===== config.mk =====
export PLATFORM = sky130hd
export DESIGN_NAME = dp_alu_core
export DESIGN_NICKNAME = d
export VERILOG_FILES = /design/src/rtl/dp_alu_pkg.sv /design/src/rtl/dp_cond_check.sv /design/src/rtl/dp_operand_sel.sv /design/src/rtl/dp_alu_exec.sv /design/src/rtl/dp_flag_next.sv /design/src/rtl/dp_alu_core.sv
export SDC_FILE = /design/constraint.sdc
export NUM_CORES = 1
export LEC_CHECK = 0
export BUFFER_PORTS_ARGS = -buffer_cell sky130_fd_sc_hd__buf_2
export CORE_UTILIZATION = 50
export CTS_BUF_LIST = sky130_fd_sc_hd__clkbuf_2
export CTS_CLUSTER_DIAMETER = 120
export DETAILED_ROUTE_END_ITERATION = 12
export GPL_TIMING_DRIVEN = 1
export PLACE_DENSITY = 0.78
export SLEW_MARGIN = 5
export SYNTH_ARGS = -nofsm -noshare
export SYNTH_HDL_FRONTEND = slang
export SYNTH_SLANG_ARGS = --single-unit

===== constraint.sdc =====
create_clock -name clk -period 9.2 [get_ports clk]
set_input_delay 1.84 -clock clk [delete_from_list [all_inputs] [get_ports clk]]
set_output_delay 1.84 -clock clk [all_outputs]
set_load 0.05 [all_outputs]

===== src/rtl/dp_alu_pkg.sv =====
package dp_alu_pkg;

  typedef enum logic [3:0] {
    OP_AND = 4'h0, OP_EOR = 4'h1, OP_SUB = 4'h2, OP_RSB = 4'h3,
    OP_ADD = 4'h4, OP_ADC = 4'h5, OP_SBC = 4'h6, OP_RSC = 4'h7,
    OP_TST = 4'h8, OP_TEQ = 4'h9, OP_CMP = 4'hA, OP_CMN = 4'hB,
    OP_ORR = 4'hC, OP_MOV = 4'hD, OP_BIC = 4'hE, OP_MVN = 4'hF
  } dp_op_e;

  typedef enum logic [1:0] {CLS_LOGIC, CLS_ADD, CLS_SUB} dp_class_e;

  typedef struct packed {
    logic n;
    logic z;
    logic c;
    logic v;
  } dp_flags_t;

  function automatic dp_class_e op_class(dp_op_e op);
    case (op)
      OP_ADD, OP_ADC, OP_CMN:                 return CLS_ADD;
      OP_SUB, OP_RSB, OP_SBC, OP_RSC, OP_CMP: return CLS_SUB;
      default:                                return CLS_LOGIC;
    endcase
  endfunction

  // Test/compare group never writes a destination.
  function automatic logic op_writes(dp_op_e op);
    return op[3:2] != 2'b10;
  endfunction

  function automatic logic op_swaps(dp_op_e op);
    return (op == OP_RSB) || (op == OP_RSC);
  endfunction

  function automatic logic op_uses_flag_carry(dp_op_e op);
    return (op == OP_ADC) || (op == OP_SBC) || (op == OP_RSC);
  endfunction

endpackage


===== src/rtl/dp_cond_check.sv =====
module dp_cond_check
  import dp_alu_pkg::*;
(
  input  logic [3:0] cond,
  input  dp_flags_t  flags,
  output logic       pass
);
  logic base;

  // Even code tests the predicate, odd code its inverse; pair 7 is always/never.
  always_comb begin
    case (cond[3:1])
      3'd0:    base = flags.z;
      3'd1:    base = flags.c;
      3'd2:    base = flags.n;
      3'd3:    base = flags.v;
      3'd4:    base = flags.c & ~flags.z;
      3'd5:    base = (flags.n == flags.v);
      3'd6:    base = ~flags.z & (flags.n == flags.v);
      default: base = 1'b1;
    endcase
    pass = base ^ cond[0];
  end
endmodule


===== src/rtl/dp_operand_sel.sv =====
module dp_operand_sel #(
  parameter int DATA_W    = 32,
  parameter int PC_OFFSET = 8
) (
  input  logic [DATA_W-1:0] opa,
  input  logic [DATA_W-1:0] opb,
  input  logic [DATA_W-1:0] pc,
  input  logic              pc_sel,
  input  logic              swap,
  output logic [DATA_W-1:0] x,
  output logic [DATA_W-1:0] y
);
  localparam logic [DATA_W-1:0] PC_ADJ = DATA_W'(PC_OFFSET);

  logic [DATA_W-1:0] first_src;

  always_comb begin
    first_src = pc_sel ? (pc + PC_ADJ) : opa;
    x = swap ? opb : first_src;
    y = swap ? first_src : opb;
  end
endmodule


===== src/rtl/dp_alu_exec.sv =====
module dp_alu_exec
  import dp_alu_pkg::*;
#(
  parameter int DATA_W = 32
) (
  input  dp_op_e            op,
  input  logic [DATA_W-1:0] x,
  input  logic [DATA_W-1:0] y,
  input  logic              flag_c,
  output logic [DATA_W-1:0] result,
  output logic              carry_out,
  output logic              ovf
);
  localparam int MSB = DATA_W - 1;

  function automatic logic [DATA_W:0] add_cin(logic [DATA_W-1:0] p,
                                              logic [DATA_W-1:0] q,
                                              logic cin);
    return {1'b0, p} + {1'b0, q} + {{DATA_W{1'b0}}, cin};
  endfunction

  function automatic logic sign_ovf(logic pm, logic qm, logic rm);
    return (pm == qm) && (rm != pm);
  endfunction

  dp_class_e         cls;
  logic              cin;
  logic [DATA_W-1:0] addend;
  logic [DATA_W:0]   wide;

  always_comb begin
    cls    = op_class(op);
    addend = (cls == CLS_SUB) ? ~y : y;
    if (op_uses_flag_carry(op)) cin = flag_c;
    else                        cin = (cls == CLS_SUB);
    wide   = add_cin(x, addend, cin);

    case (op)
      OP_AND, OP_TST: result = x & y;
      OP_EOR, OP_TEQ: result = x ^ y;
      OP_ORR:         result = x | y;
      OP_MOV:         result = y;
      OP_BIC:         result = x & ~y;
      OP_MVN:         result = ~y;
      default:        result = wide[MSB:0];
    endcase

    carry_out = wide[DATA_W];
    ovf       = sign_ovf(x[MSB], addend[MSB], wide[MSB]);
  end
endmodule


===== src/rtl/dp_flag_next.sv =====
module dp_flag_next
  import dp_alu_pkg::*;
#(
  parameter int DATA_W        = 32,
  parameter int IMM_PLAIN_MAX = 255
) (
  input  dp_op_e            op,
  input  logic [DATA_W-1:0] result,
  input  logic              carry_out,
  input  logic              ovf,
  input  dp_flags_t         cur,
  input  logic              imm_form,
  input  logic              imm_rot,
  input  logic [DATA_W-1:0] opb,
  output dp_flags_t         nxt
);
  localparam int MSB = DATA_W - 1;
  localparam logic [DATA_W-1:0] PLAIN_LIMIT = DATA_W'(IMM_PLAIN_MAX);

  logic rotated_imm;

  always_comb begin
    rotated_imm = imm_form && (imm_rot || (opb > PLAIN_LIMIT));
    nxt.n = result[MSB];
    nxt.z = (result == '0);
    if (op_class(op) == CLS_LOGIC) begin
      nxt.v = cur.v;
      nxt.c = rotated_imm ? opb[MSB] : cur.c;
    end else begin
      nxt.v = ovf;
      nxt.c = carry_out;
    end
  end
endmodule


===== src/rtl/dp_alu_core.sv =====
module dp_alu_core
  import dp_alu_pkg::*;
#(
  parameter int DATA_W        = 32,
  parameter int PC_OFFSET     = 8,
  parameter int IMM_PLAIN_MAX = 255
) (
  input  logic              clk,
  input  logic              rst_n,
  input  logic              in_valid,
  input  logic [3:0]        in_opcode,
  input  logic              in_set_flags,
  input  logic              in_imm_form,
  input  logic [3:0]        in_cond,
  input  logic [DATA_W-1:0] in_opa,
  input  logic [DATA_W-1:0] in_opb,
  input  logic              in_imm_rot,
  input  logic              in_pc_sel,
  input  logic [DATA_W-1:0] in_pc,
  output logic [DATA_W-1:0] res_data,
  output logic              res_we,
  output logic [3:0]        flags_q
);
  dp_op_e            op;
  dp_flags_t         flags_cur;
  dp_flags_t         flags_nx;
  logic              cond_pass;
  logic              commit;
  logic              wr_dest;
  logic [DATA_W-1:0] op_x;
  logic [DATA_W-1:0] op_y;
  logic [DATA_W-1:0] alu_result;
  logic              alu_carry;
  logic              alu_ovf;

  assign op        = dp_op_e'(in_opcode);
  assign flags_cur = dp_flags_t'(flags_q);
  assign commit    = in_valid & cond_pass;
  assign wr_dest   = commit & op_writes(op);

  dp_cond_check u_cond (
    .cond  (in_cond),
    .flags (flags_cur),
    .pass  (cond_pass)
  );

  dp_operand_sel #(.DATA_W(DATA_W), .PC_OFFSET(PC_OFFSET)) u_opsel (
    .opa    (in_opa),
    .opb    (in_opb),
    .pc     (in_pc),
    .pc_sel (in_pc_sel),
    .swap   (op_swaps(op)),
    .x      (op_x),
    .y      (op_y)
  );

  dp_alu_exec #(.DATA_W(DATA_W)) u_exec (
    .op        (op),
    .x         (op_x),
    .y         (op_y),
    .flag_c    (flags_cur.c),
    .result    (alu_result),
    .carry_out (alu_carry),
    .ovf       (alu_ovf)
  );

  dp_flag_next #(.DATA_W(DATA_W), .IMM_PLAIN_MAX(IMM_PLAIN_MAX)) u_fnext (
    .op        (op),
    .result    (alu_result),
    .carry_out (alu_carry),
    .ovf       (alu_ovf),
    .cur       (flags_cur),
    .imm_form  (in_imm_form),
    .imm_rot   (in_imm_rot),
    .opb       (in_opb),
    .nxt       (flags_nx)
  );

  always_ff @(posedge clk) begin
    if (!rst_n) begin
      res_data <= '0;
      res_we   <= 1'b0;
      flags_q  <= '0;
    end else begin
      res_we <= wr_dest;
      if (wr_dest)                 res_data <= alu_result;
      if (commit && in_set_flags)  flags_q  <= flags_nx;
    end
  end
endmodule


==> reports/metrics.yaml, run 1 <==
status: "finished clean"
area_delta_synth_final_pct: 9.34
netSwitchingPower_w: 0.000562
start_kind: "input pin"
start_util_pct: 51.8
core_area_mm2: 0.0161
r2r_start: "flags_q[1]$_SDFFE_PN0P_"
dr.first_iter.drc_count: 1047
final_nets: 1478
clock-sinks: 37
ys_ff_latch: 37
rsz0062_at_grt: "no"
fin_crit_ns: 6.91
worstMarginPinSlew_ns: 1.11
final_util_pct: 56.6
power_density_mw_per_mm2: 120
postCtsSetupBuffers: 0
clk_pin_slew_ns: 0.21
clockBufferDepth: 2
clock_skew_ns: 0.0185
cp_cell_sequence: "buf_2, nand3b_1, buf_4, a21oi_1, and3_1, xor2_1, ha_1, nand4_1, a2111oi_0, o211ai_1, nand2_1, mux2i_1, nand4b_1, or4_1, nor4_1, nand4_1, nand2_1"
vdd_drop_max_uv: 92.4
netlist_instances: 1226
async_reset_ff_share_pct: 0
final_cells: 1518
crit_family: "simple AND/OR/NAND/NOR gates"
grt_max_degree: 40
hp-class: "reg2reg"
antenna_left: 0
syn_area_per_cell_um2: 6.78
dp_slack_ns: 2.01
synth_area_mm2: 0.00832
chipWidth_um: 131
cts_root_buf: "clkbuf_2"
cts_resized: 0
slowest_stage: "nand3b_1"
slew_viol_final: 0
hold_buffers: 0
fin_tns_setup_ns: 0
fmax_mhz: 145
hold_depth: 2
internal_power_w: 0.000532
portBuffers: 147
clock_latency_ns: 0.42
worst_ep_required_time_ns: 9.59
drc: 0
seqPwrFrac_pct: 16.8
p_leak_nw: 4.04
numCtsBuffers: 5
dpl.hpwl_um: 22600
hold_slack_ns: 0.517
sw_frac_of_total_pct: 51.4
hold_end: "res_data[11]$_SDFFE_PN0P_"
timing.slew.headroom_pct: 25.8
wl_um: 29200
dieHeight_um: 131
io_pins: 148
grt_pass1_wl_um: 45100
via_per_inst: 6.42
endpoint_kind: "flop"
dp_cells: 1510
yosys_most_used_dff: "dfxtp_1"
r2r_slack_ns: 4.99
cap_violations: 0
cts_max_level: 2
rows: 46
gp_congestion: 0.984
fillers: 1581
die_area_mm2: 0.0172
grt_use_total_pct: 34.0
wl_per_cell_um: 19.2
grt-ovfl-total: 0
yosysSeqAreaShare_pct: 8.91
min_from: "res_data[11]$_SDFFE_PN0P_"
antenna_found_initial: 1
crit_fanout: 39
setup_violations: 0
yosysWarnings: 0
period_share_pct: 75.1
r2r_cells: 15
synth_cell_type_count: 84
cpPeakStageDelay_ns: 0.87
path_buf_inv: 2
synth_nets: 1403
r2r-end: "flags_q[2]$_SDFFE_PN0P_"
combPwrFrac_pct: 70.9
diodes: 0
arrival_ns: 7.30
path_class: "in2reg"
first_global_vias: 8877
synth_edf_count: 0
num_vias: 9745
hold_viol: 0
layout_setup_ws_ns: 2.29
cts_tree: "built"
clkPwrFrac_pct: 12.3
dr.pass1.iters: 8
drive_gt1_share_pct: 16.1
## final cells by class
| type | count | area (µm²) | share of cell area, % |
|---|---|---|---|
| Tap cell | 216 | 270 | 2.97 |
| Multi-Input combinational cell | 1048 | 6990 | 76.9 |
| Clock buffer | 5 | 25.0 | 0.275 |
| Clock inverter | 3 | 68.8 | 0.757 |
| Sequential cell | 37 | 741 | 8.15 |
| Inverter | 54 | 203 | 2.23 |
| Timing Repair Buffer | 155 | 796 | 8.75 |
## per-stage QoR
stage                     cell area, µm²  power, W
after floorplan                     8320  0.000749
after CTS                           9090   0.00108
after global routing                9090   0.00117
final                               9090   0.00109
after global placement              9000  0.000937
after detailed placement            9000  0.000943
## worst max-delay path by stage
stage,from,endpoint,cells after the start
after global routing,in_opcode[1],flags_q[2]$_SDFFE_PN0P_,17
after floorplan,in_opcode[1],flags_q[2]$_SDFFE_PN0P_,21
after CTS,in_opcode[1],flags_q[2]$_SDFFE_PN0P_,17
final,in_opcode[1],flags_q[2]$_SDFFE_PN0P_,17
after detailed placement,in_opcode[1],flags_q[2]$_SDFFE_PN0P_,17
after global placement,in_opcode[1],flags_q[2]$_SDFFE_PN0P_,17
## placed cells by master (no fill, tap or decap), types with 6 or more instances in the layout
| master | count |
|---|---|
| o21ai_0 | 78 |
| buf_2 | 147 |
| o31ai_1 | 8 |
| and2_1 | 10 |
| a31oi_1 | 10 |
| xnor2_1 | 20 |
| o211ai_1 | 9 |
| nor2b_1 | 17 |
| or2_2 | 9 |
| dfxtp_1 | 37 |
| ha_1 | 64 |
| o22ai_1 | 9 |
| xor2_1 | 52 |
| a211oi_1 | 21 |
| mux2i_1 | 56 |
| buf_4 | 8 |
| nor3_1 | 27 |
| nand4b_1 | 7 |
| nor2_1 | 116 |
| a21o_1 | 25 |
| a22oi_1 | 7 |
| or4_1 | 10 |
| o21a_1 | 16 |
| nand2b_1 | 11 |
| a21oi_1 | 91 |
| nand4_1 | 17 |
| o311a_1 | 6 |
| a31o_2 | 6 |
| nor4_1 | 15 |
| or3_1 | 11 |
| inv_1 | 54 |
| mux2_2 | 6 |
| nand2_1 | 146 |
| nand3b_1 | 9 |
| nand3_1 | 34 |
| a221oi_1 | 7 |
| a21boi_0 | 7 |
| and3_1 | 16 |
| a2111oi_0 | 6 |
## state kept, by name (all words and copies together), names as in the netlist
signal and cells:
res_data 32, res_we 1, flags_q 4
## routing by layer
layer  GRT usage (%)  part of all wire, %  routed length (µm)
met1            39.7                   39               11400
met2            58.2                   47               13800
met3            5.37                  7.6                2230
met4            21.1                  6.1                1790
met5               0                0.041                  12
## tightest hold or removal path, cell delays in order (launching register included)
cell and delay [ns]:
dfxtp_1 0.36, mux2i_1 0.06, nor2_1 0.07
## power groups by stage
stage	sequential, W	clock (W)	combinational, W
finish	0.000184	0.000134	0.000776
global route	0.000186	0.000144	0.000845
CTS	0.000184	0.000136	0.000760
detailed placement	0.000187	0	0.000756
global placement	0.000187	0	0.000750
floorplan	0.000235	0	0.000514
## cells in the mapped netlist, drive strengths merged (6+ instances only)
cell type	number	area [µm²]
a221oi	7	61.3
a31o	6	52.6
nand2b	11	68.8
o311a	6	60.1
nand3b	9	67.6
a2111oi	7	67.6
nor4	15	93.8
o211ai	9	67.6
o22ai	9	56.3
a21oi	91	455
nor2b	17	106
xnor2	20	175
and3	16	100
inv	54	203
mux2i	56	561
a21boi	7	52.6
o21ai	78	390
a21o	26	196
or3	13	83.8
nor2	118	443
a211oi	23	183
clkbuf	54	254
nand3	36	198
nor3	30	173
nand4	18	119
and2	11	68.8
xor2	52	455
a22oi	7	52.6
ha	64	801
o21a	16	120
o31ai	8	60.1
nand2	146	548
nand4b	7	61.3
mux2	6	67.6
a31oi	10	62.6
buf	33	150
or2	9	56.3
dfxtp	37	741
or4	14	113
## cell families (layout without fill, tap and decap cells)
kind of cell             after synthesis  in the layout  share of synthesized area, %
XOR/XNOR                              72             72                          7.58
multiplexers                          62             62                          7.55
AND/OR/NAND/NOR                      486            486                          29.4
buffers and inverters                141            217                          7.30
flip-flops                            37             37                          8.91
AO/OA/AOI/OAI                        362            362                          29.2
adder cells (fa/ha/maj)               66             66                          10.1
Power figures use the tool's default switching activity.
==> inputs of run 2 (changes only) <==
==> constraint.sdc (replaced) <==
create_clock -name clk -period 6.66 [get_ports clk]
set_input_delay 1.332 -clock clk [delete_from_list [all_inputs] [get_ports clk]]
set_output_delay 1.332 -clock clk [all_outputs]
set_load 0.05 [all_outputs]
==> run 2 against run 1 <==
  * Critical path depth up 3
  * Routed wire length down 3.7%
  * Clock skew down 0.011 ns
  * Sequential share of layout area about the same
  * Utilization up 0.16 points
  * Sequential cell count unchanged
  * Sequential power up 37%
  * Register-to-register slack worse by 2.7 ns
  * Critical path type unchanged
  * Critical endpoint unchanged
==> reports/metrics.yaml, run 2 (synthesized netlist as in run 1, its figures left out) <==
status: "finished clean"
endpoint_kind: "flop"
wl_um: 28100
final_cell_mix: "147 x buf_2, 146 x nand2_1, 116 x nor2_1"
num_vias: 9646
grt_use_total_pct: 32.7
antenna_left: 0
worstMarginPinSlew_ns: 1.07
portBuffers: 147
fin_tns_setup_ns: 0
clkPwrFrac_pct: 7.1
largestRegisters: "res_data (32), flags_q (4), res_we (1)"
crit_fanout: 9
largest_register_ffs: 32
drive_gt1_share_pct: 16.8
cts_root_buf: "clkbuf_2"
worst_ep_required_time_ns: 7.00
seqPwrFrac_pct: 17.8
first_global_vias: 8693
gp_congestion: 0.973
sw_frac_of_total_pct: 53.0
period_share_pct: 86.7
cts_tree: "built"
timing.slew.headroom_pct: 28.4
cap_violations: 0
internal_power_w: 0.000666
slew_viol_final: 0
setup_violations: 0
chipWidth_um: 131
dieHeight_um: 131
hp-class: "reg2reg"
core_area_mm2: 0.0161
drc: 0
rows: 46
fmax_mhz: 173
antenna_found_initial: 1
clk_pin_slew_ns: 0.17
cts_max_level: 2
top_usage_layer: "met2"
vdd_drop_max_uv: 101
cts_resized: 0
hold_viol: 0
via_per_inst: 6.30
hold_buffers: 0
final_nets: 1489
clockBufferDepth: 2
dr.first_iter.drc_count: 1010
gr-usage-met3_pct: 4.48
rsz0062_at_grt: "no"
dr.pass1.iters: 6
die_area_mm2: 0.0172
dpl.hpwl_um: 22200
grt_pass1_wl_um: 43900
wl_per_cell_um: 18.4
start_util_pct: 51.8
register_area_um2: 741
max_flop_register: "res_data"
path_class: "in2reg"
grt_max_degree: 58
io_pins: 148
grt_use_met1_pct: 38.4
multiInputGateArea_mm2: 0.00699
combPwrFrac_pct: 75.1
clock_latency_ns: 0.38
gr-usage-met2_pct: 58.0
final_common_cell: "buf_2"
power.total_w: 0.00142
clock_skew_ns: 0.00734
area_delta_synth_final_pct: 9.66
netSwitchingPower_w: 0.000752
p_leak_nw: 4.07
power_density_mw_per_mm2: 155
fillers: 1577
grt-ovfl-total: 0
start_kind: "input pin"
numCtsBuffers: 5
fin_crit_ns: 5.78
arrival_ns: 6.11
clock-sinks: 37
postCtsSetupBuffers: 0
==> run 2: layer usage <==
layer  vias to the layer above  share of wire, %
li1                       4671                 -
met1                      4446                39
met2                       438                48
met3                        91               7.7
met4                         0               5.1
met5                         -                 0
==> run 2: through the flow <==
step | setup WS (ns) | instance area [µm²] | cells | util (%) | hold slack [ns]
after global placement | 0.650 | 9080 | 1521 | 56.5 | 0.472
after floorplan | 0.797 | 8320 | 1226 | - | 0.572
final | 0.885 | 9120 | 1530 | 56.8 | 0.510
after detailed placement | 0.554 | 9080 | 1521 | 56.5 | 0.476
after CTS | 0.971 | 9120 | 1529 | 56.8 | 0.513
after global routing | 0.554 | 9120 | 1529 | 56.8 | 0.540
==> run 2: worst paths after layout <==
path	startpoint	to	slack [ns]	cells after the start
setup / recovery	in_pc[3]	flags_q[2]$_SDFFE_PN0P_	0.88	20
hold / removal	res_data[6]$_SDFFE_PN0P_	res_data[6]$_SDFFE_PN0P_	0.51	2
setup reg to reg	flags_q[1]$_SDFFE_PN0P_	flags_q[2]$_SDFFE_PN0P_	2.30	15
hold reg to reg	res_data[6]$_SDFFE_PN0P_	res_data[6]$_SDFFE_PN0P_	0.51	2
==> run 2: critical path, cell delays in order <==
cell	delay [ns]
buf_2	0.11
ha_1	0.22
nand3_2	0.18
or4_2	0.69
xnor2_1	0.15
mux2i_1	0.29
nor2_1	0.07
a21oi_1	0.22
xor2_1	0.10
ha_1	0.45
nand4_1	0.27
a2111oi_0	0.44
o211ai_1	0.15
nand2_1	0.16
mux2i_1	0.20
nand4b_1	0.15
or4_1	0.52
nor4_1	0.20
nand4_1	0.12
nand2_1	0.09
==> run 2: layout make-up <==
| cell class | instances | area share [%] |
|---|---|---|
| Antenna cell | 1 | 0.0274 |
| Sequential cell | 37 | 8.12 |
| Multi-Input combinational cell | 1048 | 76.6 |
| Inverter | 54 | 2.22 |
| Tap cell | 216 | 2.96 |
| Clock buffer | 8 | 0.439 |
| Timing Repair Buffer | 166 | 9.63 |
==> run 2: power by group through the flow <==
stage	logic, W	clock network (W)	registers (W)
detailed placement	0.00104	0	0.000257
floorplan	0.000710	0	0.000325
finish	0.00106	0.000101	0.000252
global route	0.00116	0.000115	0.000255
CTS	0.00105	0.000106	0.000252
global placement	0.00103	0	0.000257
